$ cat config.mk
export PLATFORM = sky130hd
export DESIGN_NAME = dual_phase_timer
export DESIGN_NICKNAME = d
export VERILOG_FILES = /design/src/rtl/dpt_pkg.sv /design/src/rtl/dpt_regfile.sv /design/src/rtl/dpt_phase_counter.sv /design/src/rtl/dual_phase_timer.sv
export SDC_FILE = /design/constraint.sdc
export NUM_CORES = 1
export LEC_CHECK = 0
export BUFFER_PORTS_ARGS = -buffer_cell sky130_fd_sc_hd__buf_2
export CORE_ASPECT_RATIO = 1.1
export CORE_UTILIZATION = 56
export CTS_CLUSTER_SIZE = 40
export DETAILED_ROUTE_END_ITERATION = 6
export PLACE_DENSITY = 0.76
export SYNTH_ARGS = -nofsm -noshare
export SYNTH_HDL_FRONTEND = slang
export SYNTH_SLANG_ARGS = --single-unit
$ cat constraint.sdc
create_clock -name clk -period 3.2 [get_ports clk]
set_clock_uncertainty 0.1 [all_clocks]
set_input_delay 0.16 -clock clk [delete_from_list [all_inputs] [get_ports clk]]
set_output_delay 0.16 -clock clk [all_outputs]
set_load 0.005 [all_outputs]
$ cat src/rtl/dpt_pkg.sv
package dpt_pkg;
  localparam int unsigned DATA_W  = 32;
  localparam int unsigned ADDR_W  = 5;
  localparam int unsigned N_TMR   = 2;
  localparam int unsigned N_REG   = 1 + 2 * N_TMR;
  localparam int unsigned IDX_W   = ADDR_W - 2;
  localparam logic [7:0]  WD_MARK = 8'hFF;

  typedef enum logic [1:0] {
    PH_HIGH = 2'd0,
    PH_LOW  = 2'd1,
    PH_HALT = 2'd2
  } phase_e;
endpackage

$ cat src/rtl/dpt_regfile.sv
module dpt_regfile
  import dpt_pkg::*;
(
  input  logic                         clk,
  input  logic                         rst_n,
  input  logic [ADDR_W-1:0]            addr,
  input  logic [DATA_W-1:0]            wdata,
  input  logic                         we,
  input  logic                         re,
  output logic [DATA_W-1:0]            rdata,
  output logic [N_TMR-1:0]             en_o,
  output logic [N_TMR-1:0]             start_o,
  output logic [N_TMR-1:0][DATA_W-1:0] len_hi_o,
  output logic [N_TMR-1:0][DATA_W-1:0] len_lo_o
);
  logic [DATA_W-1:0] cfg_q [N_REG];
  logic [IDX_W-1:0]  idx;
  logic              hit;

  assign idx = addr[ADDR_W-1:2];
  assign hit = (addr[1:0] == 2'b00) && (int'(idx) < N_REG);

  always_ff @(posedge clk) begin
    if (!rst_n) begin
      for (int i = 0; i < N_REG; i++) cfg_q[i] <= '0;
    end else if (we && hit) begin
      if (idx == '0) cfg_q[0] <= {{(DATA_W-N_TMR){1'b0}}, wdata[N_TMR-1:0]};
      else           cfg_q[idx] <= wdata;
    end
  end

  always_ff @(posedge clk) begin
    if (!rst_n)         rdata <= '0;
    else if (re && hit) rdata <= cfg_q[idx];
    else                rdata <= '0;
  end

  assign en_o = cfg_q[0][N_TMR-1:0];

  for (genvar t = 0; t < N_TMR; t++) begin : g_tmr_regs
    assign len_hi_o[t] = cfg_q[1 + 2*t];
    assign len_lo_o[t] = cfg_q[2 + 2*t];
    assign start_o[t]  = we && hit && (idx == '0) && wdata[t] && !en_o[t];
  end
endmodule

$ cat src/rtl/dpt_phase_counter.sv
module dpt_phase_counter
  import dpt_pkg::*;
#(
  parameter int unsigned CNT_W   = 32,
  parameter bit          HAS_WD  = 1'b0,
  parameter bit          HAS_IRQ = 1'b0
) (
  input  logic             clk,
  input  logic             rst_n,
  input  logic             en_i,
  input  logic             start_i,
  input  logic             wd_i,
  input  logic [CNT_W-1:0] len_hi_i,
  input  logic [CNT_W-1:0] len_lo_i,
  output logic             out_o,
  output logic             wrap_o,
  output logic             fire_o
);
  phase_e           ph_q;
  logic [CNT_W-1:0] cnt_q;
  logic             wd_q;
  logic             last;
  logic             step;

  assign last = (cnt_q <= CNT_W'(1));
  assign step = en_i && !start_i;

  always_ff @(posedge clk) begin
    if (!rst_n) begin
      ph_q  <= PH_HIGH;
      cnt_q <= '0;
      wd_q  <= 1'b0;
    end else if (start_i) begin
      ph_q  <= PH_HIGH;
      cnt_q <= len_hi_i;
      wd_q  <= HAS_WD && wd_i;
    end else if (en_i) begin
      unique case (ph_q)
        PH_HIGH: begin
          if (!last) cnt_q <= cnt_q - 1'b1;
          else if (wd_q) ph_q <= PH_HALT;
          else begin
            ph_q  <= PH_LOW;
            cnt_q <= len_lo_i;
          end
        end
        PH_LOW: begin
          if (!last) cnt_q <= cnt_q - 1'b1;
          else begin
            ph_q  <= PH_HIGH;
            cnt_q <= len_hi_i;
          end
        end
        default: ph_q <= PH_HALT;
      endcase
    end
  end

  assign out_o  = en_i && (ph_q == PH_HIGH);
  assign wrap_o = HAS_IRQ && step && (ph_q == PH_LOW) && last;
  assign fire_o = HAS_WD && step && (ph_q == PH_HIGH) && last && wd_q;
endmodule

$ cat src/rtl/dual_phase_timer.sv
module dual_phase_timer
  import dpt_pkg::*;
(
  input  logic              clk,
  input  logic              rst_n,
  input  logic [ADDR_W-1:0] bus_addr,
  input  logic [DATA_W-1:0] bus_wdata,
  input  logic              bus_we,
  input  logic              bus_re,
  output logic [DATA_W-1:0] bus_rdata,
  output logic [N_TMR-1:0]  tmr_out,
  output logic              tick_irq,
  output logic              reset_req
);
  localparam int unsigned WD_TMR  = 0;
  localparam int unsigned IRQ_TMR = 1;

  logic [N_TMR-1:0]             tmr_en;
  logic [N_TMR-1:0]             tmr_start;
  logic [N_TMR-1:0][DATA_W-1:0] len_hi;
  logic [N_TMR-1:0][DATA_W-1:0] len_lo;
  logic [N_TMR-1:0]             wrap;
  logic [N_TMR-1:0]             fire;

  dpt_regfile i_regs (
    .clk      (clk),
    .rst_n    (rst_n),
    .addr     (bus_addr),
    .wdata    (bus_wdata),
    .we       (bus_we),
    .re       (bus_re),
    .rdata    (bus_rdata),
    .en_o     (tmr_en),
    .start_o  (tmr_start),
    .len_hi_o (len_hi),
    .len_lo_o (len_lo)
  );

  for (genvar t = 0; t < N_TMR; t++) begin : g_tmr
    localparam bit IS_WD = (t == WD_TMR);
    logic              wd_sel;
    logic [DATA_W-1:0] hi_len;

    if (IS_WD) begin : g_wd
      assign wd_sel = (len_hi[t][7:0] == WD_MARK);
      assign hi_len = wd_sel ? {8'h00, len_hi[t][DATA_W-1:8]} : len_hi[t];
    end else begin : g_plain
      assign wd_sel = 1'b0;
      assign hi_len = len_hi[t];
    end

    dpt_phase_counter #(
      .CNT_W   (DATA_W),
      .HAS_WD  (IS_WD),
      .HAS_IRQ (t == IRQ_TMR)
    ) i_cnt (
      .clk      (clk),
      .rst_n    (rst_n),
      .en_i     (tmr_en[t]),
      .start_i  (tmr_start[t]),
      .wd_i     (wd_sel),
      .len_hi_i (hi_len),
      .len_lo_i (len_lo[t]),
      .out_o    (tmr_out[t]),
      .wrap_o   (wrap[t]),
      .fire_o   (fire[t])
    );
  end

  always_ff @(posedge clk) begin
    if (!rst_n) begin
      tick_irq  <= 1'b0;
      reset_req <= 1'b0;
    end else begin
      tick_irq  <= |wrap;
      reset_req <= reset_req | (|fire);
    end
  end
endmodule

======== Word-level counts from Yosys, hierarchy flattened ========
Memories as Yosys holds them, arrays and structs flattened. A register that Yosys moved wholly into a read port is not among the register bits.
Cells that the tools add are included.
storage, ports and cells
  bits in registers ....................... 71
  bits in latches ......................... 0
  memory bits (writable) .................. 160
  bits in read-only memories .............. 0
  input bits .............................. 41
  output and inout bits ................... 36
  word-level logic and storage cells ...... 94
  memories kept ........................... 1
cells by class
  add/sub/neg operators ................... 2
  multipliers ............................. 0
  divide/modulo/power cells ............... 0
  $lt $le $gt $ge ......................... 3
  eq/ne operators ......................... 8
  shift-type cells ........................ 0
  mux-type cells .......................... 32
  bitwise operators ....................... 3
  reductions and logical operators ........ 38
memory list
  memory        depth  width  read ports  clocked after memory_dff  write ports  RTL line           text
  i_regs.cfg_q  5      32     6           1                         5            dpt_regfile.sv:16  logic [DATA_W-1:0] cfg_q [N_REG];
operators with widths
  cell                                                                               number
  32-bit two-way mux                                                                 12
  32-bit case mux with 2 select lines                                                2
  32-bit by 1-bit less-or-equal comparator with 1-bit output, second input constant  2
  32-bit by 1-bit subtractor with 32-bit output, second input constant               2
  32-bit OR reduction                                                                1
  1-bit logical AND                                                                  17
  1-bit two-way mux                                                                  10
  2-bit two-way mux                                                                  5
  3-bit AND reduction                                                                3
  8-bit == test, second input constant                                               1
  2-bit by 1-bit inequality test with 1-bit output, second input constant            4
  2-bit case mux with 2 select lines                                                 2
  2-bit zero test                                                                    3
  3-bit nonzero test                                                                 2
  1-bit zero test                                                                    5
  2-bit by 1-bit == test with 1-bit output, second input constant                    2
  4-bit by 3-bit inequality test with 1-bit output, second input constant            1
  2-bit AND reduction                                                                2
  2-bit nonzero test                                                                 2
  2-bit OR reduction                                                                 2
  3-bit zero test                                                                    1
  3-bit < comparator, second input constant                                          1
  3-bit two-way mux                                                                  1
  1-bit bitwise OR                                                                   2
  1-bit inverter                                                                     1

======== Longest topological paths before layout ========
  depth in word-level cells ............... 12
  mapped depth ............................ 10
  depth with buffers taken out ............ 8

======== By module ========
A second synthesis with hierarchy kept.
second synthesis, totals
  cells, all modules ...................... 1558
  area total of the unflattened synthesis .. 17858.4 um^2
modules (own cells, without submodules)
  module                               times used  cells each  area an instance (um^2)  sequential area each (um^2)
  dpt_regfile                          1           750         11821.3                  8328.0
  dpt_phase_counter at g_tmr[0].i_cnt  1           395         2916.5                   700.7
  dpt_phase_counter at g_tmr[1].i_cnt  1           368         2648.8                   680.7
  dual_phase_timer                     1           45          471.7                    40.0

======== Least setup slack after synthesis ========
OpenSTA, ideal clock, no wires.
  path type ............................... input port to flip-flop
  from .................................... input bus_addr[2]
  to ...................................... memory i_regs.cfg_q[3][0] (enable)
  library setup time ...................... 0.389 ns
  arrival time ............................ 2.513 ns
  required time ........................... 2.711 ns
  path slack .............................. 0.198 ns
  cell stages on the path ................. 6
  buffers on the path ..................... 4
  path through ............................ clkbuf_1 > buf_1 > buf_1 > nand4b_1 > clkbuf_1 > nand2_1
RTL lines
  element      RTL line               text
  from (decl)  dual_phase_timer.sv:6  input logic [ADDR_W-1:0] bus_addr,
  to (decl)    dpt_regfile.sv:16

======== Worst setup path after layout ========
  from .................................... register g_tmr[1].i_cnt.cnt_q[16]
  to ...................................... register g_tmr[1].i_cnt.cnt_q[25]
between the ends
  cells in the longest elaborated chain, start to end .. 5
  elaborated cells between the ends (all ways) .. 7
  classes of those cells .................. add/sub (1); order compare (1); mux (5)
ends and longest elaborated chain
  element                                                                                                                      RTL line                                                                   text
  from (decl)                                                                                                                  dpt_phase_counter.sv:20                                                    logic [CNT_W-1:0] cnt_q;
  from (signal assigned)                                                                                                       dpt_phase_counter.sv:35                                                    cnt_q <= len_hi_i;
  from (signal assigned)                                                                                                       dpt_phase_counter.sv:40                                                    if (!last) cnt_q <= cnt_q - 1'b1;
  from (signal assigned)                                                                                                       dpt_phase_counter.sv:44                                                    cnt_q <= len_lo_i;
  32-bit by 1-bit subtractor with 32-bit output or 32-bit by 1-bit less-or-equal comparator with 1-bit output (tied branches)  dpt_phase_counter.sv:40, dpt_phase_counter.sv:48, dpt_phase_counter.sv:25
  32-bit two-way mux (on tied branches)                                                                                        dpt_phase_counter.sv:48, dpt_phase_counter.sv:40
  32-bit case mux with 2 select lines *                                                                                        dpt_phase_counter.sv:38                                                    unique case (ph_q)
  32-bit two-way mux *                                                                                                         dpt_phase_counter.sv:37                                                    end else if (en_i) begin
  32-bit two-way mux *                                                                                                         dpt_phase_counter.sv:33                                                    end else if (start_i) begin
Every way passes the cells marked *; elsewhere a longest branch is shown, timed or not. The select of a mux whose other input is x is not followed.
A chain may end at the register's enable or synchronous reset.

==> reports/results.tsv <==
stage	metric	value	unit
status	status	completed	
logic_synthesis	synth-edff-count	256	
drt	routed_wl	49000	um
clock_tree	htreeDepth	2	
logic_synthesis	yosysWarningCount	0	
cells_and_area	areaGrowthSynthToFinish	18.3	%
clock_tree	worstSkewPairLatency	0.53	ns
timing	tightest_slew	0.974	ns
cells_and_area	drive_gt1_share	17.4	%
timing	setup_tns	0	ns
clock_tree	clockBufferDepth	3	
drt	routedWlPerCell	23.2	um
clock_tree	cts_root_buf	clkbuf_16	
timing	min_period	2.91	ns
setup_path	required	3.52	ns
job	drv_cap	0	
drt	drtIter0Drc	1588	
grt	track_usage	32.2	%
setup_path	end_kind	flip-flop	
logic_synthesis	synthDistinctLibCells	76	
cells_and_area	fin_cells	2110	
setup_path	cp-start-kind	flip-flop	
setup_path	cp_slowest_cell	or4_1	
grt	met3_usage	4.53	%
setup_path	worst-path-buf-inv	0	
timing	relSlewSlack	35.1	%
cells_and_area	utilization	68.0	%
drt	drtAntennaViolNets	0	
timing	rsz0062_at_grt	no	
setup_path	crit_path_max_incr_delay	0.66	ns
setup_path	cp_top_family	simple AND/OR/NAND/NOR gates	
grt	overflow	0	
grt	grt_max_degree	63	
setup_path	crit_type	reg2reg	
logic_synthesis	ys_seq_area_share	56.9	%
setup_path	critical_path_arrival	3.23	ns
logic_synthesis	synth-seq-cells	359	
clock_tree	cts_buffers	38	
grt	top_usage_layer	met2	
cells_and_area	antenna-diode-count	0	
floorplan	core_area	29800	um^2
logic_synthesis	avgSynthCellArea	11.9	um^2
timing	setup_viol	0	
timing	fmaxAchievable	344	MHz
floorplan	num_rows	66	
drt	drc_errors	0	
clock_tree	cts_tree	done	
floorplan	ios	77	
drt	via_per_inst	6.17	
placed_design	portBuffers	76	
power_and_ir_drop	p_leak	8.04	nW
power_and_ir_drop	powerDensity	604	nW/um^2
hold_path	worst_hold_path_type	in2reg	
timing	maxSlewViolCount	0	
grt	grt_pass1_wl	75300	um
placed_design	place.gp.congestion	0.975	
drt	vias	13000	
floorplan	die_w	169	um
floorplan	floorplan.initialDensity	57.5	%
drt	dr.pass1.iters	6	
logic_synthesis	synthCells	1435	
setup_path	cp_cell_sequence	or4_1 -> or3_1 -> nor3_4 -> and2_4 -> nor2_4 -> a221oi_1	
grt	met1_usage	42.5	%
floorplan	die_area	31300	um^2
power_and_ir_drop	vdd_drop_max	453	uV
timing	period_share	90.9	%
cells_and_area	fin_nets	1717	
clock_tree	clock_sinks	359	
grt	grt_pass1_vias	13000	
placed_design	dp.cells	2007	
floorplan	fp.dieH	185	um
grt	use_met2	54.5	%
placed_design	hpwl	33700	um
clock_tree	clk_pin_slew	0.07	ns
logic_synthesis	async_reset_ff_share	0	%
logic_synthesis	synth-main-ff-cell	edfxtp_1	
logic_synthesis	synth_area	17100	um^2
clock_tree	cts_resized	0	
timing	hold_violations	0	
setup_path	cp_max_fo	14	
grt	antenna_found_initial	0	
[layout by cell type, fill, tap and decap left out, types with 6 or more instances in the layout]
master / synthesis / final
a21oi_1: 31 / 31
a221oi_1: 13 / 13
a31oi_1: 24 / 24
and2_1: 37 / 37
and3_1: 41 / 41
buf_2: 8 / 75
buf_4: 2 / 64
bufinv_16: 0 / 6
clkbuf_16: 0 / 41
clkinv_1: 1 / 7
clkinv_2: 0 / 7
conb_1: 1 / 126
dfxtp_1: 103 / 103
dlygate4sd3_1: 0 / 33
edfxtp_1: 256 / 256
inv_1: 41 / 41
mux2_2: 12 / 12
mux2i_1: 69 / 69
mux4_2: 64 / 64
nand2_1: 129 / 128
nand2b_1: 7 / 7
nand3_1: 39 / 39
nand4_1: 10 / 10
nor2_1: 144 / 143
nor3_1: 33 / 32
nor4_1: 19 / 19
o211ai_1: 24 / 24
o21ai_0: 42 / 42
o221ai_1: 9 / 9
o32ai_1: 9 / 9
or3_1: 34 / 34
or4_1: 9 / 9
xnor2_1: 29 / 29
xor2_1: 15 / 15
[report_power, final]
group | switching, mW | internal, mW
Sequential | 0.298 | 5.29
Combinational | 1.11 | 0.821
Clock | 1.84 | 2.88
Total | 3.24 | 8.99
[worst paths after layout]
| kind | startpoint | endpoint | slack [ns] | depth (start not counted) |
|---|---|---|---|---|
| min reg2reg | reset_req | reset_req | 0.36 | 2 |
| max | g_tmr[1].i_cnt.cnt_q[16] | g_tmr[1].i_cnt.cnt_q[25] | 0.29 | 6 |
| max reg2reg | g_tmr[1].i_cnt.cnt_q[16] | g_tmr[1].i_cnt.cnt_q[25] | 0.29 | 6 |
| min | rst_n | g_tmr[1].i_cnt.cnt_q[0] | 0.05 | 3 |
[registers in the layout (all words and copies together), names as in the netlist]
signal             cells
i_regs.cfg_q         256
g_tmr.i_cnt.cnt_q     64
i_regs.rdata          32
g_tmr.i_cnt.ph_q       4
g_tmr.i_cnt.wd_q       1
reset_req              1
tick_irq               1
[cell type report]
cell class	instances	area (um^2)
clock buffer	47	1080
clock inverter	23	269
fill	2166	9540
inverter	42	158
multi-input combinational	1057	7280
sequential	359	9750
tap	408	510
timing repair buffer	174	1230
[per-layer routing]
| metal | up-vias | part of all wire, % |
|---|---|---|
| met3 | 126 | 9.0 |
| met2 | 741 | 49 |
| met5 | - | 0 |
| met1 | 6370 | 38 |
| li1 | 5781 | - |
| met4 | 0 | 3.3 |
[metrics by stage]
step | hold WS (ns) | setup slack (ns) | area [um^2] | power [mW]
finish | 0.0491 | 0.292 | 20300 | 12.2
global route | 0.0634 | 0.153 | 20300 | 12.6
CTS | 0.0199 | 0.327 | 20300 | 12.2
detailed placement | 0.300 | 0.351 | 18600 | 7.52
global placement | 0.293 | 0.363 | 18600 | 7.49
floorplan | 0.159 | 0.198 | 17600 | 6.87
[worst register-to-register path, delay by kind of cell (launching register included)]
kind,cells,cell delay [ns]
simple gates,5,2.02
flops,1,0.36
compound gates,1,0.33
[synthesized netlist by cell type (all sizes together) (24+ instances only)]
master / instances / share of area (%)
a21oi: 31 / 0.91
a31oi: 24 / 0.88
and2: 38 / 1.4
and3: 41 / 1.5
clkbuf: 79 / 1.7
dfxtp: 103 / 12
edfxtp: 256 / 45
inv: 41 / 0.90
mux2i: 69 / 4.0
mux4: 64 / 8.4
nand2: 129 / 2.8
nand3: 39 / 1.1
nor2: 145 / 3.2
nor3: 35 / 1.1
o211ai: 24 / 1.1
o21ai: 44 / 1.3
or3: 34 / 1.2
xnor2: 29 / 1.5
[repair_timing]
action,4_1_cts,5_1_grt
buffers inserted,0,0
endpoints found under the setup margin,0,0
endpoints found under the hold margin,213,0
hold buffers,33,0
[kinds of logic after synthesis]
logic type | after synthesis | synth area share [%]
flops | 359 | 56.9
mux | 145 | 13.2
other cells | 1 | 0.0219
fa+ha+maj | 4 | 0.292
xor+xnor | 44 | 2.25
simple gates | 530 | 15.4
buf+inv | 144 | 3.39
compound gates | 208 | 8.50
Power figures use the tool's default switching activity.
